==> config.mk <==
export PLATFORM = sky130hd
export DESIGN_NAME = srst_pin_ctrl
export DESIGN_NICKNAME = d
export VERILOG_FILES = /design/src/rtl/srst_pkg.sv /design/src/rtl/srst_opcode_detect.sv /design/src/rtl/srst_indicator.sv /design/src/rtl/srst_irq_latch.sv /design/src/rtl/srst_pin_mux.sv /design/src/rtl/srst_pin_ctrl.sv
export SDC_FILE = /design/constraint.sdc
export NUM_CORES = 1
export LEC_CHECK = 0
export ABC_AREA = 0
export BUFFER_PORTS_ARGS = -buffer_cell sky130_fd_sc_hd__buf_2
export CORE_UTILIZATION = 35
export DETAILED_ROUTE_END_ITERATION = 8
export PLACE_DENSITY = 0.59
export SLEW_MARGIN = 0
export SYNTH_ARGS = -nofsm -noshare
export SYNTH_HDL_FRONTEND = slang
export SYNTH_SLANG_ARGS = --single-unit
==> constraint.sdc <==
create_clock -name clk -period 1.84 [get_ports clk]
set_input_delay 0.368 -clock clk [delete_from_list [all_inputs] [get_ports clk]]
set_output_delay 0.368 -clock clk [all_outputs]
set_load 0.005 [all_outputs]
==> src/rtl/srst_pkg.sv <==
package srst_pkg;

  typedef enum logic [1:0] {
    ROLE_GPIO   = 2'b00,
    ROLE_DOUT   = 2'b01,
    ROLE_PULSE  = 2'b10,
    ROLE_LATCH  = 2'b11
  } pin_role_e;

  localparam logic [7:0] SOFT_RESET_OP = 8'h08;

  // A command write counts as a soft reset only with the strobe and the opcode.
  function automatic logic is_soft_reset(input logic wr, input logic [7:0] data);
    return wr && (data == SOFT_RESET_OP);
  endfunction

  // Reload value of the down-counter for a pulse of len clocks.
  function automatic int unsigned pulse_reload(input int unsigned len);
    return len - 1;
  endfunction

  // True for the roles in which the pad carries the soft-reset indication.
  function automatic logic role_is_indication(input pin_role_e role);
    return role[1];
  endfunction

endpackage

==> src/rtl/srst_opcode_detect.sv <==
module srst_opcode_detect
  import srst_pkg::*;
(
  input  logic       cmd_wr,
  input  logic [7:0] cmd_data,
  output logic       hit
);
  assign hit = is_soft_reset(cmd_wr, cmd_data);
endmodule

==> src/rtl/srst_indicator.sv <==
module srst_indicator
  import srst_pkg::*;
#(
  parameter int unsigned PULSE_LEN = 256
) (
  input  logic      clk,
  input  logic      rst_n,
  input  logic      hit,
  input  logic      ack,
  input  pin_role_e role,
  output logic      ind_act
);
  localparam int unsigned CW = (PULSE_LEN > 2) ? $clog2(PULSE_LEN) : 1;
  localparam logic [CW-1:0] RELOAD = CW'(pulse_reload(PULSE_LEN));

  logic [CW-1:0] cnt;
  logic          armed_hit;
  logic          pulse_expire;
  logic          latch_clear;

  assign armed_hit    = hit && role_is_indication(role);
  assign pulse_expire = (role == ROLE_PULSE) && ind_act && (cnt == '0) && !hit;
  assign latch_clear  = (role == ROLE_LATCH) && ack && !hit;

  always_ff @(posedge clk or negedge rst_n) begin
    if (!rst_n) begin
      ind_act <= 1'b0;
      cnt     <= '0;
    end else if (!role_is_indication(role)) begin
      ind_act <= 1'b0;
    end else if (armed_hit) begin
      ind_act <= 1'b1;
      cnt     <= RELOAD;
    end else if (latch_clear) begin
      ind_act <= 1'b0;
    end else if (role == ROLE_PULSE && ind_act) begin
      if (cnt == '0) ind_act <= 1'b0;
      else           cnt     <= cnt - 1'b1;
    end
  end

  a_r4_rise_needs_opcode: assert property (@(posedge clk) disable iff (!rst_n)
    $rose(ind_act) |-> $past(armed_hit));

  a_r5_expire_releases: assert property (@(posedge clk) disable iff (!rst_n)
    pulse_expire |=> !ind_act);

  a_r6_restart_reloads: assert property (@(posedge clk) disable iff (!rst_n)
    armed_hit |=> (ind_act && cnt == RELOAD));

  a_r7_latch_holds: assert property (@(posedge clk) disable iff (!rst_n)
    (ind_act && role == ROLE_LATCH && !ack) |=> ind_act);

  a_r9_low_select_cancels: assert property (@(posedge clk) disable iff (!rst_n)
    !role_is_indication(role) |=> !ind_act);

endmodule

==> src/rtl/srst_irq_latch.sv <==
module srst_irq_latch (
  input  logic clk,
  input  logic rst_n,
  input  logic hit,
  input  logic irq_en,
  input  logic ack,
  output logic irq_pend
);
  logic irq_set;
  assign irq_set = hit && irq_en;

  always_ff @(posedge clk or negedge rst_n) begin
    if (!rst_n)       irq_pend <= 1'b0;
    else if (irq_set) irq_pend <= 1'b1;
    else if (ack)     irq_pend <= 1'b0;
  end

  a_r8_irq_sets: assert property (@(posedge clk) disable iff (!rst_n)
    irq_set |=> irq_pend);

  a_r8_irq_holds: assert property (@(posedge clk) disable iff (!rst_n)
    (irq_pend && !ack) |=> irq_pend);

  a_r8_irq_no_spurious: assert property (@(posedge clk) disable iff (!rst_n)
    $rose(irq_pend) |-> $past(irq_set));

endmodule

==> src/rtl/srst_pin_mux.sv <==
module srst_pin_mux
  import srst_pkg::*;
(
  input  pin_role_e role,
  input  logic      gpio_val,
  input  logic      out_val,
  input  logic      ind_act,
  output logic      pin_oe,
  output logic      pin_dout
);
  always_comb begin
    unique case (role)
      ROLE_GPIO: begin pin_oe = !gpio_val; pin_dout = 1'b0;    end
      ROLE_DOUT: begin pin_oe = 1'b1;      pin_dout = out_val; end
      default:   begin pin_oe = ind_act;   pin_dout = 1'b0;    end
    endcase
  end

  // in every open-drain role the pad is never driven high.
  always_comb begin
    if (role != ROLE_DOUT) a_r2_open_drain_low: assert (!pin_dout);
  end
endmodule

==> src/rtl/srst_pin_ctrl.sv <==
module srst_pin_ctrl
  import srst_pkg::*;
#(
  parameter int unsigned PULSE_LEN = 256
) (
  input  logic       clk,
  input  logic       rst_n,
  input  logic       host_cmd_wr,
  input  logic [7:0] host_cmd_data,
  input  logic       fw_ack_wr,
  input  logic [1:0] pin_sel,
  input  logic       irq_en,
  input  logic       gpio_val,
  input  logic       out_val,
  output logic       pin_oe,
  output logic       pin_dout,
  output logic       irq_n
);
  pin_role_e role;
  logic      srst_hit;
  logic      ind_act;
  logic      irq_pend;

  assign role = pin_role_e'(pin_sel);

  srst_opcode_detect u_detect (
    .cmd_wr   (host_cmd_wr),
    .cmd_data (host_cmd_data),
    .hit      (srst_hit)
  );

  srst_indicator #(.PULSE_LEN(PULSE_LEN)) u_ind (
    .clk     (clk),
    .rst_n   (rst_n),
    .hit     (srst_hit),
    .ack     (fw_ack_wr),
    .role    (role),
    .ind_act (ind_act)
  );

  srst_irq_latch u_irq (
    .clk      (clk),
    .rst_n    (rst_n),
    .hit      (srst_hit),
    .irq_en   (irq_en),
    .ack      (fw_ack_wr),
    .irq_pend (irq_pend)
  );

  srst_pin_mux u_mux (
    .role     (role),
    .gpio_val (gpio_val),
    .out_val  (out_val),
    .ind_act  (ind_act),
    .pin_oe   (pin_oe),
    .pin_dout (pin_dout)
  );

  assign irq_n = !irq_pend;

  a_r1_quiet_after_reset: assert property (@(posedge clk)
    $rose(rst_n) |-> (irq_n && !ind_act));

  a_r9_hit_beats_ack: assert property (@(posedge clk) disable iff (!rst_n)
    (srst_hit && irq_en && fw_ack_wr) |=> !irq_n);

endmodule

==> results of run 1 <==
==> worst min path at each step <==
| stage | endpoint | slack (ps) | cells after the start |
|---|---|---|---|
| 2_1_floorplan | u_ind.cnt[0] | 70 | 0 |
| 3_3_place_gp | u_ind.cnt[5] | 240 | 1 |
| 3_5_place_dp | u_ind.cnt[5] | 240 | 1 |
| 4_1_cts | u_irq.irq_pend | 300 | 2 |
| 5_1_grt | u_irq.irq_pend | 320 | 2 |
| 6_report | u_irq.irq_pend | 310 | 2 |
==> layout by cell type, fill, tap and decap left out <==
| cell | n |
|---|---|
| buf_2 | 19 |
| dfrtp_1 | 10 |
| nand2_1 | 9 |
| inv_1 | 5 |
| o21ai_0 | 4 |
| nor2_1 | 3 |
| nor3_1 | 3 |
| nand4_1 | 3 |
| xor2_1 | 3 |
| or3_1 | 3 |
| nand3_1 | 3 |
| clkbuf_4 | 3 |
| buf_4 | 3 |
| nor2b_1 | 2 |
| nor4_1 | 2 |
| o211ai_1 | 2 |
| ha_1 | 2 |
| nor4b_1 | 1 |
| or3b_4 | 1 |
| and3b_2 | 1 |
| or4_4 | 1 |
| o2111ai_2 | 1 |
| o21ai_4 | 1 |
| mux2i_1 | 1 |
| o31ai_1 | 1 |
| xnor2_1 | 1 |
| a21oi_1 | 1 |
| dlygate4sd3_1 | 1 |
==> where the power goes <==
part,switching (mW),internal (mW)
Combinational,0.0337,0.0353
Clock,0.0665,0.0751
Sequential,0.00929,0.228
Total,0.109,0.338
==> critical path, delay by kind of cell (launching register included) <==
family | cells | cell delay, ps
flops | 1 | 410
simple gates | 3 | 640
buf+inv | 1 | 90
compound gates | 1 | 240
fa+ha+maj | 1 | 170
==> registers in the layout, summed over array words and instances, names as in the netlist <==
name and cells:
u_ind.cnt 8, u_ind.ind_act 1, u_irq.irq_pend 1
==> timing repair <==
item | 4_1_cts | 5_1_grt
endpoints found under the hold margin | 10 | 0
endpoints found under the setup margin | 0 | 5
resized for setup | 0 | 1
hold buffers | 1 | 0
==> metal layers <==
metal	wire length (µm)	GRT usage (%)	vias up
met5	0	0	-
met4	0	3.636	0
met3	70	7.660	0
met2	631	25.37	11
met1	570	19.16	251
li1	-	-	282
==> layout make-up <==
class | instances | area [µm²] | share of cell area [%]
inverter | 5 | 18.77 | 2.447
sequential | 10 | 250.2 | 32.63
multi-input combinational | 49 | 327.8 | 42.74
tap | 16 | 20.02 | 2.610
clock buffer | 3 | 22.52 | 2.936
timing repair buffer | 23 | 127.6 | 16.64
==> per-stage QoR <==
step	hold WS, ps	instance area (µm²)
final	308.1	767.0
after floorplan	72.41	594.3
after detailed placement	244.2	732.0
after global routing	319.0	767.0
after CTS	303.6	764.5
after global placement	242.5	732.0
==> kinds of logic (layout without fill, tap and decap cells) <==
| group | count (synthesis) | in the layout |
|---|---|---|
| AO/OA/AOI/OAI | 10 | 10 |
| buffers and inverters | 5 | 31 |
| XOR/XNOR | 4 | 4 |
| AND/OR/NAND/NOR | 32 | 32 |
| adder cells (fa/ha/maj) | 2 | 2 |
| flip-flops | 10 | 10 |
| multiplexers | 1 | 1 |
==> reports/summary.txt, run 1 <==
status -> finished, final reports clean
Synth top area share -> 42.11%
DRC -> 0
Max IR drop VDD -> 0.0003552 V
Top FF cell, synth -> dfrtp_1
asr flop ratio synth -> 100.0%
Root Driver -> clkbuf_4
post-DP HPWL -> 973.2 µm
PD cells -> 583.9 nW/µm²
Final Hold Vio Count -> 0
Compound-Gate Fraction of Synth Area -> 13.26%
largest family of logic cells by synthesized area -> simple AND/OR/NAND/NOR gates
largest net degree at the start of global routing -> 11
critical path endpoint -> u_ind.cnt[2]
Synth Area in Simple Gates -> 29.68%
routed vias/inst -> 5.132
Core Util, Final -> 49.76%
setup violators final -> 0
core box area -> 1541 µm²
period utilization -> 90.25%
worst reg2reg path endpoint -> u_ind.cnt[2]
clock tree buffer depth -> 2
Final Wtd Congestion -> 0.7681
CP Data Required Time -> 1980 ps
Congestion Overflow GR -> 0
clk_lat worst skew -> 260 ps
DP Worst Slack -> 98.61 ps
top post-synthesis cells by count -> dfrtp_1 (10), nand2_1 (9), inv_1 (5), o21ai_0 (4)
Rel. slew slack -> 74.77%
area grow syn2layout -> 29.05%
syn_area_per_cell -> 9.286 µm²
first-pass iteration count of the detailed router -> 2
Max Slew Vio Count -> 0
Crit path largest cell delay -> 430 ps
detailed-route wire length -> 1272 µm
worst reg2reg path startpoint -> u_ind.cnt[0]
hold wc startpoint -> fw_ack_wr
Final nets -> 111
# rows -> 14
die width -> 43.21 µm
Min Clock Period, post-route -> 1661 ps
Total Power -> 0.4478 mW
Synth Cell Area -> 594.3 µm²
post-CTS setup buffers -> 0
DR WL/cell -> 12.00 µm
die outline area -> 1867 µm²
crit-path max FO -> 7
RSZ-0062 raised after global routing -> false
placed cells -> 102
post-synth top area cell -> dfrtp_1
Initial Util -> 38.56%
Die Y -> 43.21 µm
Finished Layout Cells -> 106
critical path class -> flop to flop
crit path launch -> u_ind.cnt[0]
sequential cell area fraction in the yosys report -> 42.11%
vias -> 544
XOR/XNOR Fraction of Synth Area -> 5.895%
global-route wire length before repair -> 2159 µm
synth unique cells -> 24
vias in the first global route -> 516
Worst Hold Class -> input port to flop
setup slack after layout -> 179.5 ps
yosys warns -> 0
CTS Buf Count -> 3
# diodes -> 0
TritonCTS clock tree -> yes
Top-Level Pins -> 20
most frequent cell after synthesis -> dfrtp_1
Leak Pwr -> 0.3874 nW
Post-synth EDFFs -> 0
mux share of post-synthesis cell area -> 1.684%
layout filler cell count -> 153
share of layout cells above drive strength 1 -> 33.33%
initial drt markers -> 4
synthesized-area fraction occupied by adder cells -> 4.211%
clock skew -> 1.405 ps
final setup TNS -> 0 ps
Worst setup EP type -> flop
Sink Count -> 10
Worst R2R Setup Slack -> 180 ps
worst slew pin tran -> 373.2 ps
main area contributors after synthesis -> dfrtp_1 (42%), nand2_1 (5.7%), xor2_1 (4.4%)
global-route usage over all layers -> 15.88%
syn nets -> 83
max cap viols -> 0
crit-path cells -> inv_1 > ha_1 > or3b_4 > o21ai_4 > or3_1 > nand3_1
fmax -> 0.6022 GHz
Clock transition at path regs -> 60 ps
CP max-delay cell -> or3b_4
startpoint types -> flop
DRT antenna net count -> 0
CP arrival -> 1800 ps
Port Buffers -> 19
path depth of the worst reg2reg path -> 6
Syn Inst Count -> 64
initial antenna violation count -> 0
register bit total from synthesis -> 10
CTS H-Tree Depth -> 1
(Power assumes the default switching activity.)
==> run 2, diff against run 1 <==
- PLACE_DENSITY: 0.59 -> unset
==> run 2 against run 1 <==
  * Utilization is the same
  * Routed wire length shrank 5.9%
  * Combinational power shrank 0.9%
  * Critical path depth is the same
  * Clock power is essentially flat
  * Sequential power is essentially flat
  * Non-clock buffer count is the same
  * Critical endpoint is now u_ind.cnt[4]
  * Largest power group unchanged
==> reports/summary.txt, run 2 (synthesis results as in run 1) <==
status -> finished, final reports clean (unchanged)
share of layout cells above drive strength 1 -> 33.33% (unchanged)
detailed-route wire length -> 1197 µm (was 1272 µm)
setup slack after layout -> 187.0 ps (was 179.5 ps)
RSZ-0062 raised after global routing -> false (unchanged)
global-route wire length before repair -> 2001 µm (was 2159 µm)
period utilization -> 89.83% (was 90.25%)
Root Driver -> clkbuf_4 (unchanged)
initial drt markers -> 10 (was 4)
DRC -> 0 (unchanged)
fmax -> 0.6050 GHz (was 0.6022 GHz)
critical path class -> flop to flop (unchanged)
CP Data Required Time -> 1980 ps (about the same)
Final Hold Vio Count -> 0 (unchanged)
routed vias/inst -> 5.123 (was 5.132)
Storage cell area -> 250.2 µm² (unchanged)
global-route usage over all layers -> 14.55% (was 15.88%)
die width -> 43.21 µm (unchanged)
leading cell type in the layout, fill and taps excluded -> buf_2 (unchanged)
Core Util, Final -> 49.76% (unchanged)
DR WL/cell -> 11.29 µm (was 12.00 µm)
Final nets -> 111 (unchanged)
crit-path max FO -> 7 (unchanged)
vias in the first global route -> 470 (was 516)
Clock transition at path regs -> 60 ps (about the same)
Hold WS -> 341.0 ps (was 308.1 ps)
worst slew pin tran -> 387.2 ps (was 373.2 ps)
final setup TNS -> 0 ps (unchanged)
Port Buffers -> 19 (unchanged)
DRT antenna net count -> 0 (unchanged)
DP Worst Slack -> 102.3 ps (was 98.61 ps)
first-pass iteration count of the detailed router -> 4 (was 2)
Total Power -> 0.4479 mW (was 0.4478 mW)
setup violators final -> 0 (unchanged)
vias -> 543 (was 544)
Top Registers -> u_ind.cnt (8), u_ind.ind_act (1), u_irq.irq_pend (1) (unchanged)
Worst Hold Class -> input port to flop (unchanged)
Top-Level Pins -> 20 (unchanged)
startpoint types -> flop (unchanged)
largest net degree at the start of global routing -> 11 (unchanged)
CTS Buf Count -> 3 (unchanged)
# diodes -> 0 (unchanged)
TritonCTS clock tree -> yes (unchanged)
die outline area -> 1867 µm² (unchanged)
clk_lat worst skew -> 260 ps (about the same)
max FFs per register -> 8 (unchanged)
max cap viols -> 0 (unchanged)
footprint of the multi-input gates -> 327.8 µm² (unchanged)
clock tree buffer depth -> 2 (unchanged)
Rel. slew slack -> 73.83% (was 74.77%)
layout filler cell count -> 153 (unchanged)
area grow syn2layout -> 29.05% (unchanged)
most frequent cells in the layout -> buf_2 (19), dfrtp_1 (10), nand2_1 (9) (unchanged)
Most flops, register -> u_ind.cnt (unchanged)
# rows -> 14 (unchanged)
Min Clock Period, post-route -> 1653 ps (was 1661 ps)
Die Y -> 43.21 µm (unchanged)
Congestion Overflow GR -> 0 (unchanged)
Final Wtd Congestion -> 0.8287 (was 0.7681)
Max Slew Vio Count -> 0 (unchanged)
PD cells -> 584.0 nW/µm² (was 583.9 nW/µm²)
initial antenna violation count -> 0 (unchanged)
Initial Util -> 38.56% (unchanged)
clock skew -> 7.997 ps (was 1.405 ps)
Sink Count -> 10 (unchanged)
Worst setup EP type -> flop (unchanged)
post-CTS setup buffers -> 0 (unchanged)
Leak Pwr -> 0.3874 nW (unchanged)
CTS H-Tree Depth -> 1 (unchanged)
core box area -> 1541 µm² (unchanged)
CP arrival -> 1790 ps (was 1800 ps)
Max IR drop VDD -> 0.0003612 V (was 0.0003552 V)
[run 2: cell counts in the layout (fill, tap and decap cells not counted)]
Identical to the previous run, type by type.
[run 2: timing repair]
| action | in CTS | in global routing |
|---|---|---|
| hold buffers | 1 | 0 |
| setup endpoints to repair | 0 | 5 |
| gates resized for setup | 0 | 1 |
| endpoints found under the hold margin | 10 | 0 |
[run 2: critical path, cell delays in order, from the launching register on]
cell and delay [ps]:
dfrtp_1 400, inv_1 100, ha_1 160, or3b_4 420, o21ai_4 240, or3_1 140
nand3_1 60
[run 2: report_power, final]
| part | leakage [nW] | total [mW] | internal [mW] | switching [mW] |
|---|---|---|---|---|
| clock network | 0.0138 | 0.143 | 0.0752 | 0.0678 |
| registers | 0.133 | 0.237 | 0.228 | 0.00865 |
| logic | 0.240 | 0.0684 | 0.0352 | 0.0331 |
| total | 0.387 | 0.448 | 0.338 | 0.110 |
[run 2: path summary, 6_finish.rpt]
kind,start,endpoint,slack (ps),cells past startpoint
worst max-delay path,u_ind.cnt[0],u_ind.cnt[4],190,6
worst min-delay path,fw_ack_wr,u_irq.irq_pend,340,2
worst max register to register,u_ind.cnt[0],u_ind.cnt[4],190,6
worst min register to register,u_irq.irq_pend,u_irq.irq_pend,540,2
max in group asynchronous,rst_n,u_ind.cnt[3],1140,2
min in group asynchronous,rst_n,u_ind.ind_act,500,2
[run 2: through the flow]
step / cells / instance area [µm²]
2_1_floorplan: 64 / 594.3
3_3_place_gp: 102 / 732.0
3_5_place_dp: 102 / 732.0
4_1_cts: 106 / 764.5
5_1_grt: 106 / 767.0
6_report: 106 / 767.0
[run 2: cell type report]
class / instances / area share [%]
flip-flops and latches: 10 / 32.63
well taps: 16 / 2.610
repair buffers: 23 / 16.64
multi-input cells: 49 / 42.74
clock buffers: 3 / 2.936
inverters: 5 / 2.447
[run 2: layer usage]
| layer | wire length, µm | vias up | GRT usage (%) | part of all wire, % |
|---|---|---|---|---|
| met5 | 0 | - | 0 | 0 |
| met4 | 33 | 0 | 9.091 | 2.8 |
| met3 | 93 | 4 | 2.553 | 7.8 |
| met2 | 483 | 23 | 21.79 | 40 |
| met1 | 588 | 233 | 19.15 | 49 |
| li1 | - | 283 | - | - |
